===== src/rtl/csu_pkg.sv =====
package csu_pkg;
  function automatic int unsigned frame_bits(int unsigned byte_w, int unsigned stop_bits);
    return 1 + byte_w + stop_bits;
  endfunction
endpackage


===== src/rtl/csu_start_gate.sv =====
module csu_start_gate (
  input  logic clk_i,
  input  logic rst_i,
  input  logic cs_n_i,
  input  logic busy_i,
  output logic start_o
);
  logic armed_q;

  assign start_o = !busy_i && !cs_n_i && armed_q;

  // armed again only once chip select is seen high
  always_ff @(negedge clk_i) begin
    if (rst_i)        armed_q <= 1'b1;
    else if (start_o) armed_q <= 1'b0;
    else if (cs_n_i)  armed_q <= 1'b1;
  end
endmodule


===== src/rtl/csu_word_hold.sv =====
module csu_word_hold #(
  parameter int unsigned BYTE_W = 8
) (
  input  logic                  clk_i,
  input  logic                  rst_i,
  input  logic                  load_i,
  input  logic [2*BYTE_W-1:0]   word_i,
  input  logic                  lock_i,
  input  logic                  done_i,
  output logic [BYTE_W-1:0]     byte_o,
  output logic [2*BYTE_W-1:0]   word_o,
  output logic                  upper_o,
  output logic                  rdy_o
);
  localparam int unsigned WORD_W = 2 * BYTE_W;

  logic [WORD_W-1:0] word_q;
  logic              accept;

  assign accept = load_i && !lock_i;
  assign word_o = word_q;
  assign byte_o = upper_o ? word_q[WORD_W-1:BYTE_W] : word_q[BYTE_W-1:0];

  // data register carries no reset
  always_ff @(negedge clk_i) begin
    if (accept) word_q <= word_i;
  end

  always_ff @(negedge clk_i) begin
    if (rst_i) begin
      upper_o <= 1'b1;
      rdy_o   <= 1'b0;
    end else if (accept) begin
      upper_o <= 1'b1;
      rdy_o   <= 1'b1;
    end else if (done_i) begin
      if (!upper_o) rdy_o <= 1'b0;
      upper_o <= !upper_o;
    end
  end
endmodule


===== src/rtl/csu_frame_tx.sv =====
module csu_frame_tx #(
  parameter int unsigned BYTE_W    = 8,
  parameter int unsigned STOP_BITS = 2
) (
  input  logic              clk_i,
  input  logic              rst_i,
  input  logic              start_i,
  input  logic [BYTE_W-1:0] byte_i,
  output logic              sd_o,
  output logic              oe_o,
  output logic              busy_o,
  output logic              done_o
);
  localparam int unsigned LAST  = csu_pkg::frame_bits(BYTE_W, STOP_BITS) - 1;
  localparam int unsigned CNT_W = $clog2(LAST + 1);
  localparam logic [CNT_W-1:0] LAST_C = CNT_W'(LAST);
  localparam logic [CNT_W-1:0] DATA_C = CNT_W'(BYTE_W);

  logic [CNT_W-1:0]  cnt_q;
  logic [BYTE_W-1:0] sh_q;

  // cnt_q is the index of the bit now on the line: 0 start, 1..BYTE_W data, then stops
  assign done_o = busy_o && (cnt_q == LAST_C);

  always_ff @(negedge clk_i) begin
    if (rst_i) begin
      busy_o <= 1'b0;
      oe_o   <= 1'b0;
      sd_o   <= 1'b1;
      cnt_q  <= '0;
    end else if (start_i) begin
      busy_o <= 1'b1;
      oe_o   <= 1'b1;
      sd_o   <= 1'b0;
      cnt_q  <= '0;
    end else if (done_o) begin
      busy_o <= 1'b0;
      oe_o   <= 1'b0;
      sd_o   <= 1'b1;
    end else if (busy_o) begin
      cnt_q <= cnt_q + 1'b1;
      sd_o  <= (cnt_q < DATA_C) ? sh_q[0] : 1'b1;
    end
  end

  always_ff @(negedge clk_i) begin
    if (start_i)                      sh_q <= byte_i;
    else if (busy_o && cnt_q < DATA_C) sh_q <= {1'b0, sh_q[BYTE_W-1:1]};
  end
endmodule


===== src/rtl/cs_uart_pair_tx.sv =====
module cs_uart_pair_tx #(
  parameter int unsigned BYTE_W    = 8,
  parameter int unsigned STOP_BITS = 2
) (
  input  logic                  sclk_i,
  input  logic                  rst_i,
  input  logic                  cs_n_i,
  input  logic                  word_vld_i,
  input  logic [2*BYTE_W-1:0]   word_i,
  output logic                  sdata_o,
  output logic                  sdata_oe_o,
  output logic                  drdy_o
);
  logic                start_w;
  logic                busy_w;
  logic                done_w;
  logic                upper_w;
  logic [BYTE_W-1:0]   byte_w;
  logic [2*BYTE_W-1:0] word_w;

  csu_start_gate u_gate (
    .clk_i   (sclk_i),
    .rst_i   (rst_i),
    .cs_n_i  (cs_n_i),
    .busy_i  (busy_w),
    .start_o (start_w)
  );

  csu_word_hold #(.BYTE_W(BYTE_W)) u_hold (
    .clk_i   (sclk_i),
    .rst_i   (rst_i),
    .load_i  (word_vld_i),
    .word_i  (word_i),
    .lock_i  (busy_w || start_w),
    .done_i  (done_w),
    .byte_o  (byte_w),
    .word_o  (word_w),
    .upper_o (upper_w),
    .rdy_o   (drdy_o)
  );

  csu_frame_tx #(.BYTE_W(BYTE_W), .STOP_BITS(STOP_BITS)) u_frame (
    .clk_i   (sclk_i),
    .rst_i   (rst_i),
    .start_i (start_w),
    .byte_i  (byte_w),
    .sd_o    (sdata_o),
    .oe_o    (sdata_oe_o),
    .busy_o  (busy_w),
    .done_o  (done_w)
  );
endmodule


===== config.mk =====
export PLATFORM = sky130hd
export DESIGN_NAME = cs_uart_pair_tx
export DESIGN_NICKNAME = d
export VERILOG_FILES = /design/src/rtl/csu_pkg.sv /design/src/rtl/csu_start_gate.sv /design/src/rtl/csu_word_hold.sv /design/src/rtl/csu_frame_tx.sv /design/src/rtl/cs_uart_pair_tx.sv
export SDC_FILE = /design/constraint.sdc
export NUM_CORES = 1
export LEC_CHECK = 0
export BUFFER_PORTS_ARGS = -buffer_cell sky130_fd_sc_hd__buf_2
export CAP_MARGIN = 20
export CORE_UTILIZATION = 53
export CTS_CLUSTER_SIZE = 24
export DETAILED_ROUTE_END_ITERATION = 10
export GPL_TIMING_DRIVEN = 0
export PLACE_DENSITY = 0.78
export SLEW_MARGIN = 20
export SYNTH_ARGS = -nofsm -noshare
export SYNTH_HDL_FRONTEND = slang
export SYNTH_SLANG_ARGS = --single-unit

===== constraint.sdc =====
create_clock -name sclk_i -period 1.5 [get_ports sclk_i]
set_input_delay 0.3 -clock sclk_i [delete_from_list [all_inputs] [get_ports sclk_i]]
set_output_delay 0.3 -clock sclk_i [all_outputs]
set_load 0.01 [all_outputs]

==> results of run 1 <==
## state kept, by name (all words and copies together), names as in the netlist
register        cells
u_hold.rdy_o        1
u_frame.oe_o        1
u_hold.upper_o      1
u_frame.sh_q        8
u_frame.cnt_q       4
u_gate.armed_q      1
u_hold.word_o      16
u_frame.sd_o        1
## worst max path at each step
stage / start / depth (start not counted) / slack [ns] / to
finish: u_frame.oe_o / 1 / -0.38 / sdata_oe_o
global route: u_frame.oe_o / 1 / -0.42 / sdata_oe_o
CTS: u_frame.oe_o / 1 / -0.40 / sdata_oe_o
detailed placement: cs_n_i / 4 / -0.66 / u_frame.sh_q[4]
global placement: cs_n_i / 4 / -0.65 / u_frame.sh_q[5]
floorplan: cs_n_i / 3 / -0.42 / u_frame.sh_q[0]
## worst reg2reg max path: cells and delay by family (launching register included)
kind | cells | cell delay, ns
and+or+nand+nor | 2 | 0.59
DFF | 1 | 0.33
adders and majority gates | 1 | 0.23
xor gates and xnor gates | 1 | 0.14
buffers and inverters | 1 | 0.07
## cell families after synthesis
family	synth area share, %
muxes	6.02
DFF	67.7
adders and majority gates	1.88
and+or+nand+nor	11.2
buffers and inverters	3.10
xor gates and xnor gates	1.97
AOI/OAI and AO/OA	8.18
## power by group through the flow
stage / Sequential, mW / Clock (mW) / Combinational, mW
global route: 1.10 / 1.26 / 0.291
detailed placement: 1.10 / 0.137 / 0.171
floorplan: 1.10 / 0.137 / 0.109
finish: 1.09 / 1.17 / 0.273
global placement: 1.10 / 0.137 / 0.160
CTS: 1.09 / 1.18 / 0.232
## through the flow
step / setup slack, ns / util (%) / setup TNS, ns / power [mW]
6_report: -0.382 / 83.2 / -3.40 / 2.53
5_1_grt: -0.421 / 83.2 / -3.62 / 2.65
4_1_cts: -0.400 / 80.2 / -2.09 / 2.50
3_5_place_dp: -0.658 / 64.7 / -20.23 / 1.41
3_3_place_gp: -0.652 / 64.7 / -19.69 / 1.39
2_1_floorplan: -0.422 / - / -11.16 / 1.34
## Yosys cell counts
cell type	count	area (um^2)
xnor2_1	1	8.76
a21oi_1	9	45.0
a211oi_1	1	7.51
nor2_1	10	37.5
inv_4	1	6.26
nand2b_4	1	13.8
nor3_1	3	15.0
nand4_1	1	6.26
nor3b_4	1	18.8
nand3_1	1	5.00
xor2_1	2	17.5
ha_1	2	25.0
or2_1	1	6.26
nand2_1	1	3.75
a211o_2	1	10.0
and3_2	1	7.51
and4b_1	1	10.0
buf_4	1	7.51
a311o_1	1	10.0
buf_6	1	11.3
o31a_1	1	8.76
mux2i_1	8	80.1
and3_4	1	11.3
buf_2	1	5.00
dfxtp_1	9	180
o21ba_1	1	10.0
edfxtp_1	24	721
or3_1	1	6.26
inv_1	3	11.3
a21o_2	2	17.5
nand3b_1	1	7.51
## timing repair
item / in CTS / in global routing
resized for setup: 18 / 12
setup buffers: 7 / 5
pin swaps: 3 / 2
hold endpoints to repair: 0 / 0
endpoints found under the setup margin: 39 / 28
gates cloned: 1 / 0
## per-layer routing
layer | share of wire (%) | vias to the layer above | routed length [um]
li1 | - | 490 | -
met1 | 41 | 474 | 1270
met2 | 54 | 27 | 1650
met3 | 3.9 | 3 | 120
met4 | 0.69 | 0 | 21
met5 | 0 | - | 0
## cell type report
| class | count | share of cell area [%] |
|---|---|---|
| sequential | 33 | 47.5 |
| multi-input combinational | 54 | 23.3 |
| timing repair buffer | 33 | 13.4 |
| clock inverter | 36 | 9.82 |
| clock buffer | 5 | 1.96 |
| tap | 28 | 1.83 |
| buffer | 3 | 1.44 |
| inverter | 3 | 0.720 |
==> metrics.md, run 1 <==
| Metric | Value |
|---|---|
| Run status | finished with violations |
| Violated checks | setup timing |
| Switch Pwr | 697 uW |
| Switching share of power | between 20% and 30% |
| WHS | 0.524 ns |
| Number of H-tree levels | 2 |
| DR vias | ~990 |
| Die area | 2720 um^2 |
| Worst EP required | about 1.2 ns |
| Clk_skew | around 0.021 ns |
| RSZ-0062 raised after global routing | yes |
| Clock root buffer | clkbuf_4 |
| Core Area | between 2000 and 2500 um^2 |
| Die X | roughly 52 um |
| Starting Density | about 58% |
| Critical path endpoint category | primary output |
| WL final | between 3000 and 4000 um |
| Area Growth Syn to Fin | 43.6% |
| P_int | roughly 1.8 mW |
| GRT Overall Usage | about a quarter |
| Buf+Inv Stages, Crit Path | 1 |
| Reg2Reg Depth | 5 |
| Critical path cell sequence | buf_6 |
| First-pass GRT wire length | ~4700 um |
| Maximum net fanout on the critical path | 2 |
| Unique masters post-synth | 31 |
| Sequential element share of the synthesized area | between 60 and 70% |
| Clk pwr share | 46.0% |
| Worst-path clk slew | approximately 0.04 ns |
| Crit-path leading delay family | flip-flops |
| Peak supply drop | between 0.001 and 0.0015 V |
| Rows | 17 |
| DRT iter0 DRCs | 20 |
| Final non-filler cell total | around 200 |
| Worst hold start | u_frame.sd_o |
| Grt ovf | 0 |
| Arr. time, crit path | roughly 1.6 ns |
| Hold Violations, Final | 0 |
| # fillers | between 100 and 150 |
| Worst-margin pin slew | 0.329 ns |
| Layout net count | 188 |
| Top Ports | 23 |
| Crit path largest cell delay | approximately 0.34 ns |
| Setup CP Type | reg -> out |
| Slowest-stage cell, CP | dfxtp_4 |
| RD Place Congestion | approximately 0.71 |
| CTS buffer count | 5 |
| Combinational power share | a little over a tenth |
| CTS Sinks | 33 |
| Final HPWL DP | approximately 1500 um |
| Drt first pass iters | 4 |
| Power Dens Cells | approximately 1300 nW/um^2 |
| Mean cell area of the mapped netlist | 14.3 um^2 |
| Ant. Diodes | 0 |
| DRT antenna net count | 0 |
| IO Port Bufs | 22 |
| Rel. slew slack | between 70% and 80% |
| Die height | about 52 um |
| #FFs+latches synth | 33 |
| Post-Syn Area | 1330 um^2 |
| Share of layout cells above drive strength 1 | 40.7% |
| Reg area | about 910 um^2 |
| Commonest non-fill, non-tap cells in the layout | inv_1 (36), edfxtp_1 (24), buf_2 (19) |
| Worst skew pair latency | ~0.39 ns |
| R2r startpoint | u_frame.cnt_q[0] |
| Dpl cells | 143 |
| Ys Warns | 0 |
| Pleak | approximately 0.93 nW |
| Final WS setup | -0.382 ns |
| Vias in the first global route | 1110 |
| Cts-stage hold buffer count | 0 |
| GRT busiest layer | met2 |
| Reg-to-Reg End | u_hold.upper_o |
| Worst hold-check path type | reg -> reg |
| DP Area | roughly 1500 um^2 |
| Slew Limit Fails | 0 |
| Post-Syn Nets | between 100 and 150 |
| Commonest non-fill, non-tap cell in the layout | inv_1 |
| Met3 usage | 11.1% |
| Flop2flop setup slack | roughly 0.03 ns |
| Hold depth | 1 |
| Design area | 1910 um^2 |
| Area of the multi-input gates | between 400 and 500 um^2 |
| Maxcap violations | 0 |
| Synth Instances | 93 |
| CTS tree | yes |
| GRT met1 Usage | 25.1% |
| Drt drc | 0 |
| Hold Path Sink | u_frame.sd_o |
| Reg power frac | 43.2% |
| Antenna violations before repair | 0 |
| CP Launch Type | flip-flop |
| Met2 Use GR | about 44% |
| WL per Instance | around 16 um |
| Via-to-Cell Ratio | 5.10 |
| Endpoints failing setup | 26 |
| Largest net degree at the start of global routing | 11 |
| Max Root-Sink Buffers | 2 |
Power figures use the tool's default switching activity.
==> run 2, diff against run 1 <==
==> constraint.sdc (replaced) <==
create_clock -name sclk_i -period 1.5 [get_ports sclk_i]
set_input_delay 0 -clock sclk_i [delete_from_list [all_inputs] [get_ports sclk_i]]
set_output_delay 0 -clock sclk_i [all_outputs]
set_load 0.01 [all_outputs]
==> run 2 against run 1 <==
The run still ends with setup timing left. Flip-flop and latch count is the same. Via count shrank 7.4%. Clock-buffer cell count is the same. Hold slack lost 0.0058 ns. First-iteration DRC count shrank 10%. Clock power shrank 32%. Largest cell class unchanged. Largest power group is now sequential cells.
==> metrics.md, run 2 (synthesized netlist as in run 1, its figures left out) <==
| Metric | Value |
|---|---|
| Commonest non-fill, non-tap cells in the layout | inv_1 (36), edfxtp_1 (24), buf_2 (20) |
| GRT Overall Usage | 20.2% (-5.2 points) |
| Worst-margin pin slew | 0.319 ns (-0.00977 ns) |
| Worst-path clk slew | 0.03 ns (about the same) |
| Clk_skew | 0.0221 ns (+0.00140 ns) |
| Buf+Inv Stages, Crit Path | 1 (unchanged) |
| Peak supply drop | 0.00101 V (-14%) |
| Grt ovf | 0 (unchanged) |
| Met3 usage | 12.6% (+1.5 points) |
| Worst EP required | 1.50 ns (+0.30 ns) |
| Largest net degree at the start of global routing | 19 (+8) |
| Maximum net fanout on the critical path | 2 (unchanged) |
| Clock root buffer | clkbuf_4 |
| Final HPWL DP | 1340 um (-10%) |
| Setup TNS | -0.180 ns (+3.22 ns) |
| # fillers | 151 (+37%) |
| Drt drc | 0 (unchanged) |
| Via-to-Cell Ratio | 5.00 (-1.9%) |
| Crit path largest cell delay | 0.34 ns (about the same) |
| Slew Limit Fails | 0 (unchanged) |
| RSZ-0062 raised after global routing | yes |
| WL per Instance | 11.9 um (-24%) |
| Endpoints failing setup | 3 (-88%) |
| Reg area | 908 um^2 (unchanged) |
| Critical path cell sequence | buf_6 |
| Run status | finished with violations |
| CTS tree | yes |
| WL final | 2190 um (-28%) |
| Core Area | 2300 um^2 (unchanged) |
| Ant. Diodes | 0 (unchanged) |
| DRT antenna net count | 0 (unchanged) |
| Die height | 52.1 um (unchanged) |
| Layout net count | 177 (-5.9%) |
| Number of H-tree levels | 2 (unchanged) |
| Pleak | 0.834 nW (-10%) |
| Dpl cells | 143 (unchanged) |
| Rel. slew slack | 78.7% (+0.63 points) |
| Slowest-stage cell, CP | dfxtp_4 |
| First-pass GRT wire length | 3660 um (-21%) |
| Rows | 17 (unchanged) |
| Die X | 52.1 um (unchanged) |
| RD Place Congestion | 0.737 (+4.2%) |
| CTS buffer count | 5 (unchanged) |
| Final non-filler cell total | 184 (-5.6%) |
| Share of layout cells above drive strength 1 | 28.8% (-12 points) |
| Area Growth Syn to Fin | 27.2% |
| Worst hold-check path type | reg -> reg |
| Violated checks | setup timing |
| Largest register FFs | 16 (unchanged) |
| Power Dens Cells | 1220 nW/um^2 (-8.0%) |
| Final WS setup | -0.0697 ns (+0.312 ns) |
| Drt first pass iters | 4 (unchanged) |
| Worst skew pair latency | 0.39 ns (about the same) |
| Top Ports | 23 (unchanged) |
| Max Root-Sink Buffers | 2 (unchanged) |
| Arr. time, crit path | 1.57 ns (about the same) |
| IO Port Bufs | 22 (unchanged) |
| Antenna violations before repair | 0 (unchanged) |
| Setup CP Type | reg -> out |
| GRT busiest layer | met2 |
| Starting Density | 58.0% (unchanged) |
| DRT iter0 DRCs | 18 (-10%) |
| Hold Violations, Final | 0 (unchanged) |
| Maxcap violations | 0 (unchanged) |
| Die area | 2720 um^2 (unchanged) |
| Area of the multi-input gates | 395 um^2 (-11%) |
| Critical path endpoint category | primary output |
| Commonest non-fill, non-tap cell in the layout | inv_1 |
| Met2 Use GR | 31.8% (-12 points) |
| Vias in the first global route | 982 (-12%) |
| CP Launch Type | flip-flop |
| Crit-path leading delay family | flip-flops |
| DR vias | 920 (-7.4%) |
| CTS Sinks | 33 (unchanged) |
| GRT met1 Usage | 18.1% (-7.0 points) |
-- run 2: final cells by class --
| class | count | area share (%) |
|---|---|---|
| flip-flops and latches | 33 | 53.7 |
| multi-input cells | 53 | 23.4 |
| clock inverters | 36 | 8.20 |
| repair buffers | 23 | 8.06 |
| clock buffers | 5 | 2.22 |
| well taps | 28 | 2.07 |
| plain buffers | 3 | 1.63 |
| inverters | 3 | 0.813 |
-- run 2: power by group --
part | leakage, nW | internal, mW | switching, mW | total [mW]
Combinational | 0.324 | 0.0896 | 0.0912 | 0.181
Clock | 0.209 | 0.288 | 0.507 | 0.795
Sequential | 0.302 | 1.06 | 0.0239 | 1.09
Total | 0.834 | 1.44 | 0.622 | 2.06
-- run 2: metal layers --
layer / vias to the layer above / part of all wire, % / wire, um
met3: 6 / 4.9 / 107
met4: 0 / 1.7 / 38
met1: 414 / 41 / 891
li1: 469 / - / -
met2: 31 / 53 / 1150
met5: - / 0 / 0
-- run 2: path summary, 6_finish.rpt --
path                            slack (ns)         start               to  cells after the start
worst max-delay path                 -0.07  u_frame.oe_o       sdata_oe_o                      1
worst min-delay path                  0.52  u_frame.sd_o     u_frame.sd_o                      1
worst max register to register        0.06  u_frame.oe_o  u_frame.sh_q[3]                      4
worst min register to register        0.52  u_frame.sd_o     u_frame.sd_o                      1
-- run 2: stage by stage --
step                      total power [mW]  cell area, um^2  util (%)  hold WS [ns]  setup slack [ns]
after CTS                             2.10             1690      73.6         0.523           -0.0772
after detailed placement              1.41             1490      64.7         0.512            -0.359
final                                 2.06             1690      73.7         0.518           -0.0697
after global placement                1.39             1490      64.7         0.485            -0.355
after floorplan                       1.34             1340         -         0.507            -0.122
after global routing                  2.22             1690      73.7         0.513           -0.0974
-- run 2: timing repair --
item | 4_1_cts | 5_1_grt
setup endpoints to repair | 3 | 4
hold buffers | 0 | 0
setup buffers | 1 | 0
gates resized for setup | 7 | 1
